<file path="src/rtl/fds_pkg.sv">
package fds_pkg;

   typedef enum logic [2:0] {
      ST_IDLE,
      ST_CONV,
      ST_DIGIT,
      ST_UNIT,
      ST_FIN
   } fds_state_e;

   localparam logic [7:0] ASCII_ZERO = 8'h30;
   localparam logic [2:0] SEL_UNIT   = 3'd7;
   localparam int         UNIT_LEN   = 3;

   // unit tag characters, sent in index order
   function automatic logic [7:0] unit_char(input logic [1:0] idx);
      case (idx)
         2'd0:    return 8'h4B;
         2'd1:    return 8'h48;
         default: return 8'h7A;
      endcase
   endfunction

endpackage

</file>
<file path="src/rtl/fds_nib_adj.sv">
module fds_nib_adj (
   input  logic [3:0] din,
   output logic [3:0] dout
);
   always_comb begin
      if (din >= 4'd5) dout = din + 4'd3;
      else             dout = din;
   end
endmodule

</file>
<file path="src/rtl/fds_dd_conv.sv">
module fds_dd_conv #(
   parameter int IN_W     = 20,
   parameter int NDIG     = 6,
   parameter bit SATURATE = 1'b1
) (
   input  logic              clk,
   input  logic              rst_n,
   input  logic              load,
   input  logic [IN_W-1:0]   bin_in,
   output logic              busy,
   output logic              fin,
   output logic [4*NDIG-1:0] bcd_out
);
   localparam int BCD_W  = 4 * NDIG;
   localparam int WORK_W = BCD_W + IN_W;
   localparam int CNT_W  = $clog2(IN_W + 1);
   localparam logic [IN_W-1:0] MAX_VAL = IN_W'(10**NDIG - 1);

   logic [WORK_W-1:0] work;
   logic [CNT_W-1:0]  left;
   logic [BCD_W-1:0]  adj;
   logic [IN_W-1:0]   clamped;

   generate
      if (SATURATE) begin : g_sat
         assign clamped = (bin_in > MAX_VAL) ? MAX_VAL : bin_in;
      end else begin : g_raw
         assign clamped = bin_in;
      end
   endgenerate

   generate
      for (genvar g = 0; g < NDIG; g++) begin : g_nib
         fds_nib_adj u_adj (
            .din  (work[IN_W + 4*g +: 4]),
            .dout (adj[4*g +: 4])
         );
      end
   endgenerate

   always_ff @(posedge clk or negedge rst_n) begin
      if (!rst_n) begin
         work <= '0;
         left <= '0;
         busy <= 1'b0;
         fin  <= 1'b0;
      end else if (load) begin
         work <= {{BCD_W{1'b0}}, clamped};
         left <= CNT_W'(IN_W);
         busy <= 1'b1;
         fin  <= 1'b0;
      end else if (busy) begin
         work <= {adj, work[IN_W-1:0]} << 1;
         left <= left - 1'b1;
         if (left == CNT_W'(1)) begin
            busy <= 1'b0;
            fin  <= 1'b1;
         end
      end else begin
         fin <= 1'b0;
      end
   end

   assign bcd_out = work[WORK_W-1 -: BCD_W];

endmodule

</file>
<file path="src/rtl/fds_char_seq.sv">
module fds_char_seq
   import fds_pkg::*;
#(
   parameter int NDIG = 6
) (
   input  logic              clk,
   input  logic              rst_n,
   input  logic              start,
   input  logic              conv_fin,
   input  logic [4*NDIG-1:0] bcd,
   input  logic              disp_ready,
   output logic              load,
   output logic [7:0]        char_out,
   output logic              char_valid,
   output logic [2:0]        digit_sel,
   output logic              done
);
   localparam logic [2:0] LAST_DIG  = 3'(NDIG - 1);
   localparam logic [1:0] LAST_UNIT = 2'(UNIT_LEN - 1);

   fds_state_e state;
   logic [2:0] idx;
   logic [1:0] uidx;
   logic       accept;
   logic [3:0] nib;

   assign load   = (state == ST_IDLE) && start;
   assign accept = char_valid && disp_ready;

   always_ff @(posedge clk or negedge rst_n) begin
      if (!rst_n) begin
         state <= ST_IDLE;
         idx   <= '0;
         uidx  <= '0;
      end else begin
         case (state)
            ST_IDLE: if (start) state <= ST_CONV;
            ST_CONV: if (conv_fin) begin
               state <= ST_DIGIT;
               idx   <= '0;
            end
            ST_DIGIT: if (accept) begin
               if (idx == LAST_DIG) begin
                  state <= ST_UNIT;
                  uidx  <= '0;
               end else begin
                  idx <= idx + 1'b1;
               end
            end
            ST_UNIT: if (accept) begin
               if (uidx == LAST_UNIT) state <= ST_FIN;
               else                   uidx  <= uidx + 1'b1;
            end
            default: state <= ST_IDLE;
         endcase
      end
   end

   always_comb begin
      nib = 4'(bcd >> (4 * (NDIG - 1 - int'(idx))));
      char_valid = 1'b0;
      char_out   = '0;
      digit_sel  = '0;
      case (state)
         ST_DIGIT: begin
            char_valid = 1'b1;
            char_out   = ASCII_ZERO + {4'b0, nib};
            digit_sel  = idx;
         end
         ST_UNIT: begin
            char_valid = 1'b1;
            char_out   = unit_char(uidx);
            digit_sel  = SEL_UNIT;
         end
         default: ;
      endcase
   end

   assign done = (state == ST_FIN);

endmodule

</file>
<file path="src/rtl/freq_digit_streamer.sv">
module freq_digit_streamer #(
   parameter int IN_W     = 20,
   parameter int NDIG     = 6,
   parameter bit SATURATE = 1'b1
) (
   input  logic            clk,
   input  logic            rst_n,
   input  logic            start,
   input  logic [IN_W-1:0] value_in,
   input  logic            disp_ready,
   output logic [7:0]      char_out,
   output logic            char_valid,
   output logic [2:0]      digit_sel,
   output logic            done
);
   localparam int BCD_W = 4 * NDIG;

   generate
      if (NDIG < 1 || NDIG > 7) begin : g_bad_ndig
         $error("NDIG must lie in 1..7 so a digit slot fits beside the unit code");
      end
      if (IN_W < $clog2(10**NDIG) || IN_W > 30) begin : g_bad_inw
         $error("IN_W must hold the largest NDIG-digit value and stay within 30 bits");
      end
   endgenerate

   logic             load;
   logic             conv_busy;
   logic             conv_fin;
   logic [BCD_W-1:0] bcd;

   fds_dd_conv #(
      .IN_W     (IN_W),
      .NDIG     (NDIG),
      .SATURATE (SATURATE)
   ) u_conv (
      .clk     (clk),
      .rst_n   (rst_n),
      .load    (load),
      .bin_in  (value_in),
      .busy    (conv_busy),
      .fin     (conv_fin),
      .bcd_out (bcd)
   );

   fds_char_seq #(
      .NDIG (NDIG)
   ) u_seq (
      .clk        (clk),
      .rst_n      (rst_n),
      .start      (start),
      .conv_fin   (conv_fin),
      .bcd        (bcd),
      .disp_ready (disp_ready),
      .load       (load),
      .char_out   (char_out),
      .char_valid (char_valid),
      .digit_sel  (digit_sel),
      .done       (done)
   );

endmodule

</file>
<file path="config.mk">
export PLATFORM = sky130hd
export DESIGN_NAME = freq_digit_streamer
export DESIGN_NICKNAME = d
export VERILOG_FILES = /design/src/rtl/fds_pkg.sv /design/src/rtl/fds_nib_adj.sv /design/src/rtl/fds_dd_conv.sv /design/src/rtl/fds_char_seq.sv /design/src/rtl/freq_digit_streamer.sv
export SDC_FILE = /design/constraint.sdc
export NUM_CORES = 1
export LEC_CHECK = 0
export BUFFER_PORTS_ARGS = -buffer_cell sky130_fd_sc_hd__buf_2
export CORE_MARGIN = 2
export CORE_UTILIZATION = 30
export DETAILED_ROUTE_END_ITERATION = 12
export GPL_TIMING_DRIVEN = 0
export PLACE_DENSITY = 0.54
export SETUP_SLACK_MARGIN = 0.4
export SKIP_LAST_GASP = 1
export SYNTH_ARGS = -nofsm -noshare
export SYNTH_HDL_FRONTEND = slang
export SYNTH_SLANG_ARGS = --single-unit
</file>
<file path="constraint.sdc">
create_clock -name clk -period 2.2 [get_ports clk]
set_input_delay 0.44 -clock clk [delete_from_list [all_inputs] [get_ports clk]]
set_output_delay 0.44 -clock clk [all_outputs]
set_load 0.03 [all_outputs]
</file>
Word level (Yosys, flattened, before mapping)
Index checks and enable logic that the tools add are counted.
{"block": "totals", "ff_bits": 59, "wordCells": 91}
{"block": "classes", "add_sub_neg": 11, "magnitude_cmp": 7, "eq_ne": 17, "shift": 1, "n_mux": 37, "n_reduce_logical": 11}
{"operator": "two-way mux 44 bit", "n": 2}
{"operator": "right shift 24 x 32 -> 4 bit", "n": 1}
{"operator": "two-way mux 3 bit", "n": 10}
{"operator": "greater-or-equal comparator 4 x 3 -> 1 bit, second input constant", "n": 6}
{"operator": "adder 4 x 2 -> 4 bit, second input constant", "n": 5}
{"operator": "greater-than comparator 20 bit, second input constant", "n": 1}
{"operator": "two-way mux 20 bit", "n": 1}
{"operator": "two-way mux 4 bit", "n": 5}
{"operator": "one-hot mux 8 bit (2 select lines)", "n": 1}
{"operator": "one-hot mux 3 bit (2 select lines)", "n": 2}
{"operator": "one-hot mux 3 bit (4 select lines)", "n": 1}
{"operator": "one-hot mux 6 bit (2 select lines)", "n": 1}
{"operator": "two-way mux 5 bit", "n": 2}
{"operator": "two-way mux 2 bit", "n": 4}
{"operator": "inequality test 2 x 1 -> 1 bit, second input constant", "n": 4}
{"operator": "inequality test 2 bit, second input constant", "n": 4}
{"operator": "adder 6 x 4 -> 7 bit, first input constant", "n": 1}
{"operator": "two-way mux 1 bit", "n": 7}
{"operator": "== test 3 x 2 -> 1 bit, second input constant", "n": 2}
{"operator": "== test 3 bit, second input constant", "n": 2}
{"operator": "AND reduction 6 bit", "n": 1}
{"operator": "nonzero test 2 bit", "n": 3}
{"operator": "== test 5 x 1 -> 1 bit, second input constant", "n": 1}
{"operator": "AND reduction 5 bit", "n": 1}
{"operator": "15 further kinds", "n": 16}

Longest topological paths before layout
{"block": "depth", "ltp_word": 6, "ltp_mapped": 7, "mapped_depth_nobuf": 6}

Modules after synthesis
A second synthesis with hierarchy kept.
{"block": "hier_totals", "cells_unflattened": 417, "area_unflattened_um2": 3938.8}
{"mod": "fds_dd_conv", "n_inst": 1, "cells_per_inst": 229, "area_each_um2": 2492.4}
{"mod": "fds_char_seq", "n_inst": 1, "cells_per_inst": 92, "area_each_um2": 838.3}
{"mod": "fds_nib_adj", "n_inst": 6, "cells_per_inst": 16, "area_each_um2": 101.3}

Worst setup path before layout
OpenSTA, ideal clock, no wires.
{"block": "synth_timing", "path_type": "reg-to-output", "from": "reg u_seq.idx[1]", "to": "out char_out[3]", "arrival_time_ps": 1710, "required_time_ps": 1760, "slack_ps": 50, "stages_incl_launch_ff": 6, "n_path_buf": 0, "path_cell_list": "dfrtp_1 > inv_1 > ha_1 > or3_1 > a31oi_1 > o21a_1"}
{"block": "synth_between", "elab_chain_cells": 4}
{"element": "start: declaration", "line_no": "fds_char_seq.sv:22", "source": "logic [2:0] idx;"}
{"element": "start signal: assignment", "line_no": "fds_char_seq.sv:47", "source": "idx <= idx + 1'b1;"}
{"element": "subtractor 3 x 3 -> 4 bit", "line_no": "fds_char_seq.sv:60", "source": "nib = 4'(bcd >> (4 * (NDIG - 1 - int'(idx))));"}
{"element": "right shift 24 x 32 -> 4 bit", "line_no": "fds_char_seq.sv:60"}
{"element": "adder 6 x 4 -> 7 bit", "line_no": "fds_char_seq.sv:67", "source": "char_out = ASCII_ZERO + {4'b0, nib};"}
{"element": "one-hot mux 8 bit (2 select lines)", "line_no": "fds_char_seq.sv:64", "source": "case (state)"}
{"element": "end: declaration", "line_no": "freq_digit_streamer.sv:11", "source": "output logic [7:0] char_out,"}
Every way passes these cells.

Worst setup path in the final report
Ends and elaborated chain as after synthesis.

==> impl_metrics.csv <==
group,metric,value,unit
yosys,ys_dominant_reg_cell,"sky130_fd_sc_hd__dfrtp_1",
detailed_routing,post_drt_wl_per_cell,16.8,um
grt,grt_antenna_before_repair,0,
placement,port_buffers,35,
job,max-cap-violations,0,
sta,skew,0.00640,ns
setup_path,worstSetupStartpointType,"flip-flop",
floorplanning,overall_die_width,114,um
yosys,largest_area_contributor_in_the_netlist,"sky130_fd_sc_hd__dfrtp_1",
clocking,cts_buffer_depth,2,
setup_path,critPathRequiredTime,1.76,ns
grt,track_usage,16.0,%
placement,dp_cell_count,561,
floorplanning,floorplan.core_area,12000,um^2
detailed_routing,detail_route.wirelength,10200,um
layout,n_fill_cell,1165,
clocking,clock_latency,0.33,ns
yosys,ys_types,52,
layout,final_cells,605,
setup_path,crit_path_end_kind,"primary output",
detailed_routing,first_iter_violations,199,
sta,worst-slew-pin-transition,0.805,ns
sta,final.hold.worst_slack,0.199,ns
setup_path,reg2reg_depth,7,
yosys,synth-warning-count,0,
clocking,tritoncts,"done",
setup_path,worst-path-max-fanout,5,
detailed_routing,first_pass_iters,4,
grt,grt_overflow,0,
layout,final_cell_mix,"sky130_fd_sc_hd__dfrtp_1 (56), sky130_fd_sc_hd__mux2i_1 (33), sky130_fd_sc_hd__a21oi_1 (28), sky130_fd_sc_hd__buf_2 (27)",
yosys,syn_nets,423,
yosys,netlist_top_cells_area,"sky130_fd_sc_hd__dfrtp_1 (40%), sky130_fd_sc_hd__mux2i_1 (9.1%), sky130_fd_sc_hd__ha_1 (6.9%)",
sta,fmax,433,MHz
placement,post-place-ws,0.0277,ns
yosys,synth_sequential_area_ratio,40.5,%
floorplanning,dieHeight,114,um
yosys,syn_inst,379,
detailed_routing,avgViaCountPerCell,5.31,
sta,final-hold-violation-count,0,
clocking,cts_inserted_buffers,9,
sta,setup_total_negative_slack,-0.174,ns
hold_path,path_type_of_the_worst_min_delay_path,"in -> async",
yosys,netlist.area_leader.share,40.5,%
outcome,run_status,"finished with violations",
clocking,postCtsHoldBufs,0,
yosys,ys_seq_elements,59,
setup_path,critical_path_arrival,1.87,ns
power,irDropWorstVdd,0.000649,V
clocking,ctsRootBufferMaster,"sky130_fd_sc_hd__clkbuf_16",
yosys,postSynthAreaPerCell,9.63,um^2
grt,grt_pass1_vias,3167,
floorplanning,rows,40,
floorplanning,design.portCount,37,
grt,grt_first_pass_wirelength,16300,um
sta,crit_path_setup_slack_layout,-0.110,ns
setup_path,setup.worst_path.class,"reg -> out",
power,power_density,1650,nW/um^2
yosys,async_reset_ff_share,100,%
detailed_routing,via_count,3215,
clocking,cts_max_level,3,
sta,final_count_of_negative_setup_slack_endpoints,3,
placement,finalWeightedCongestion,0.794,
yosys,netlist_area,3650,um^2
layout,post-route-cell-area,4880,um^2
floorplanning,initial_utilization,30.5,%
layout,drive_above_1_share,30.6,%
detailed_routing,drt_drc_violations_left,0,
detailed_routing,detail-route-antenna-nets,0,
clocking,worst_setup_hold_path_clk_slew,0.05,ns
grt,grt_max_degree,60,
floorplanning,floorplan.die_area,13100,um^2
sta,post-route-min-period,2.31,ns
placement,place_area,4080,um^2
sta,timing.final.max_slew_violations,0,
layout,synth_to_final_area_change,33.6,%
power,power_leakage,0.00228,uW
yosys,number_of_enable_flip_flop_cells_after_synthesis,0,
layout,antenna_cells_inserted,0,
clocking,tritoncts_num_sinks,59,
layout,final_net_count,497,
outcome,failed_checks,"negative setup slack",
sta,max-slew-margin-rel,46.3,%
placement,dp_hpwl,6540,um
sta,grt_setup_unrepaired,"yes",
layout,most_common_cell_after_layout_fill_and_taps_aside,"sky130_fd_sc_hd__dfrtp_1",
sta,post-route-period-util,105,%
-- sequential cells by signal (all words and copies together) (netlist names) --
name,cells
u_seq.uidx,2
u_conv.work,44
u_conv.busy,1
u_conv.fin,1
u_seq.idx,3
u_seq.state,3
u_conv.left,5
-- path summary, 6_finish.rpt --
check                               start         endpoint  slack, ns
setup / recovery             u_seq.idx[1]      char_out[3]      -0.11
hold / removal                      rst_n   u_seq.state[0]       0.20
setup reg to reg           u_seq.state[2]   u_conv.work[2]       0.28
hold reg to reg            u_conv.left[4]   u_conv.left[4]       0.52
max in group asynchronous           rst_n     u_seq.idx[1]       1.45
min in group clk             value_in[16]  u_conv.work[16]       0.32
-- area by class of cell --
| cell class | instances | area (um^2) | share of cell area (%) |
|---|---|---|---|
| well taps | 147 | 184 | 3.77 |
| flip-flops and latches | 59 | 1480 | 30.4 |
| repair buffers | 63 | 509 | 10.4 |
| clock buffers | 10 | 239 | 4.90 |
| inverters | 22 | 82.6 | 1.69 |
| multi-input cells | 271 | 2070 | 42.5 |
| plain buffers | 27 | 243 | 4.98 |
| clock inverters | 6 | 65.1 | 1.33 |
-- logic make-up after synthesis --
kind of cell / count (synthesis) / synth area share, %
flops: 59 / 40.5
fa+ha+maj: 20 / 6.86
mux: 38 / 11.5
other cells: 1 / 0.103
buf+inv: 49 / 6.38
compound gates: 94 / 16.0
xor+xnor: 4 / 0.960
simple gates: 114 / 17.7
-- synthesized netlist by cell type (5+ instances only) --
cell / instances
sky130_fd_sc_hd__a21oi_1: 28
sky130_fd_sc_hd__a22oi_1: 5
sky130_fd_sc_hd__buf_2: 12
sky130_fd_sc_hd__clkbuf_1: 9
sky130_fd_sc_hd__dfrtp_1: 59
sky130_fd_sc_hd__ha_1: 20
sky130_fd_sc_hd__inv_1: 22
sky130_fd_sc_hd__mux2i_1: 33
sky130_fd_sc_hd__nand2_1: 27
sky130_fd_sc_hd__nand2b_1: 7
sky130_fd_sc_hd__nand3_1: 16
sky130_fd_sc_hd__nand4_1: 6
sky130_fd_sc_hd__nor2_1: 16
sky130_fd_sc_hd__nor3b_1: 8
sky130_fd_sc_hd__o21ai_0: 25
sky130_fd_sc_hd__o22ai_1: 8
sky130_fd_sc_hd__o311ai_0: 6
sky130_fd_sc_hd__or3_1: 8
sky130_fd_sc_hd__or4_1: 6
-- power breakdown --
group          switching, uW  total, uW  internal [uW]
clock network            528       1430            906
registers                491       2110           1620
logic                   2310       4530           2210
total                   3330       8070           4740
-- metal layers --
layer	vias to the layer above	GRT usage (%)	share of wire, %
met5	-	0	0
met4	0	3.41	0.84
met3	10	4.50	5.3
met2	82	26.7	48
met1	1584	20.9	46
li1	1539	-	-
-- metrics by stage --
| step | utilization (%) | power, uW |
|---|---|---|
| global route | 40.8 | 8680 |
| finish | 40.8 | 8070 |
| CTS | 39.0 | 7750 |
| global placement | 34.1 | 5740 |
| detailed placement | 34.1 | 5820 |
| floorplan | - | 4870 |
-- worst max-delay path, stage by stage, from the launching register on --
cell and delay [ns]:
sky130_fd_sc_hd__dfrtp_2 0.42, sky130_fd_sc_hd__inv_2 0.08, sky130_fd_sc_hd__ha_4 0.21, sky130_fd_sc_hd__or3_1 0.35, sky130_fd_sc_hd__a31oi_1 0.18, sky130_fd_sc_hd__o21a_2 0.18
sky130_fd_sc_hd__buf_6 0.12
-- repair_timing --
| item | CTS | global route |
|---|---|---|
| setup endpoints to repair | 58 | 45 |
| setup buffers | 16 | 10 |
| pin swaps | 5 | 4 |
| cloned | 0 | 2 |
| resized for setup | 52 | 31 |
Power figures use the tool's default switching activity.
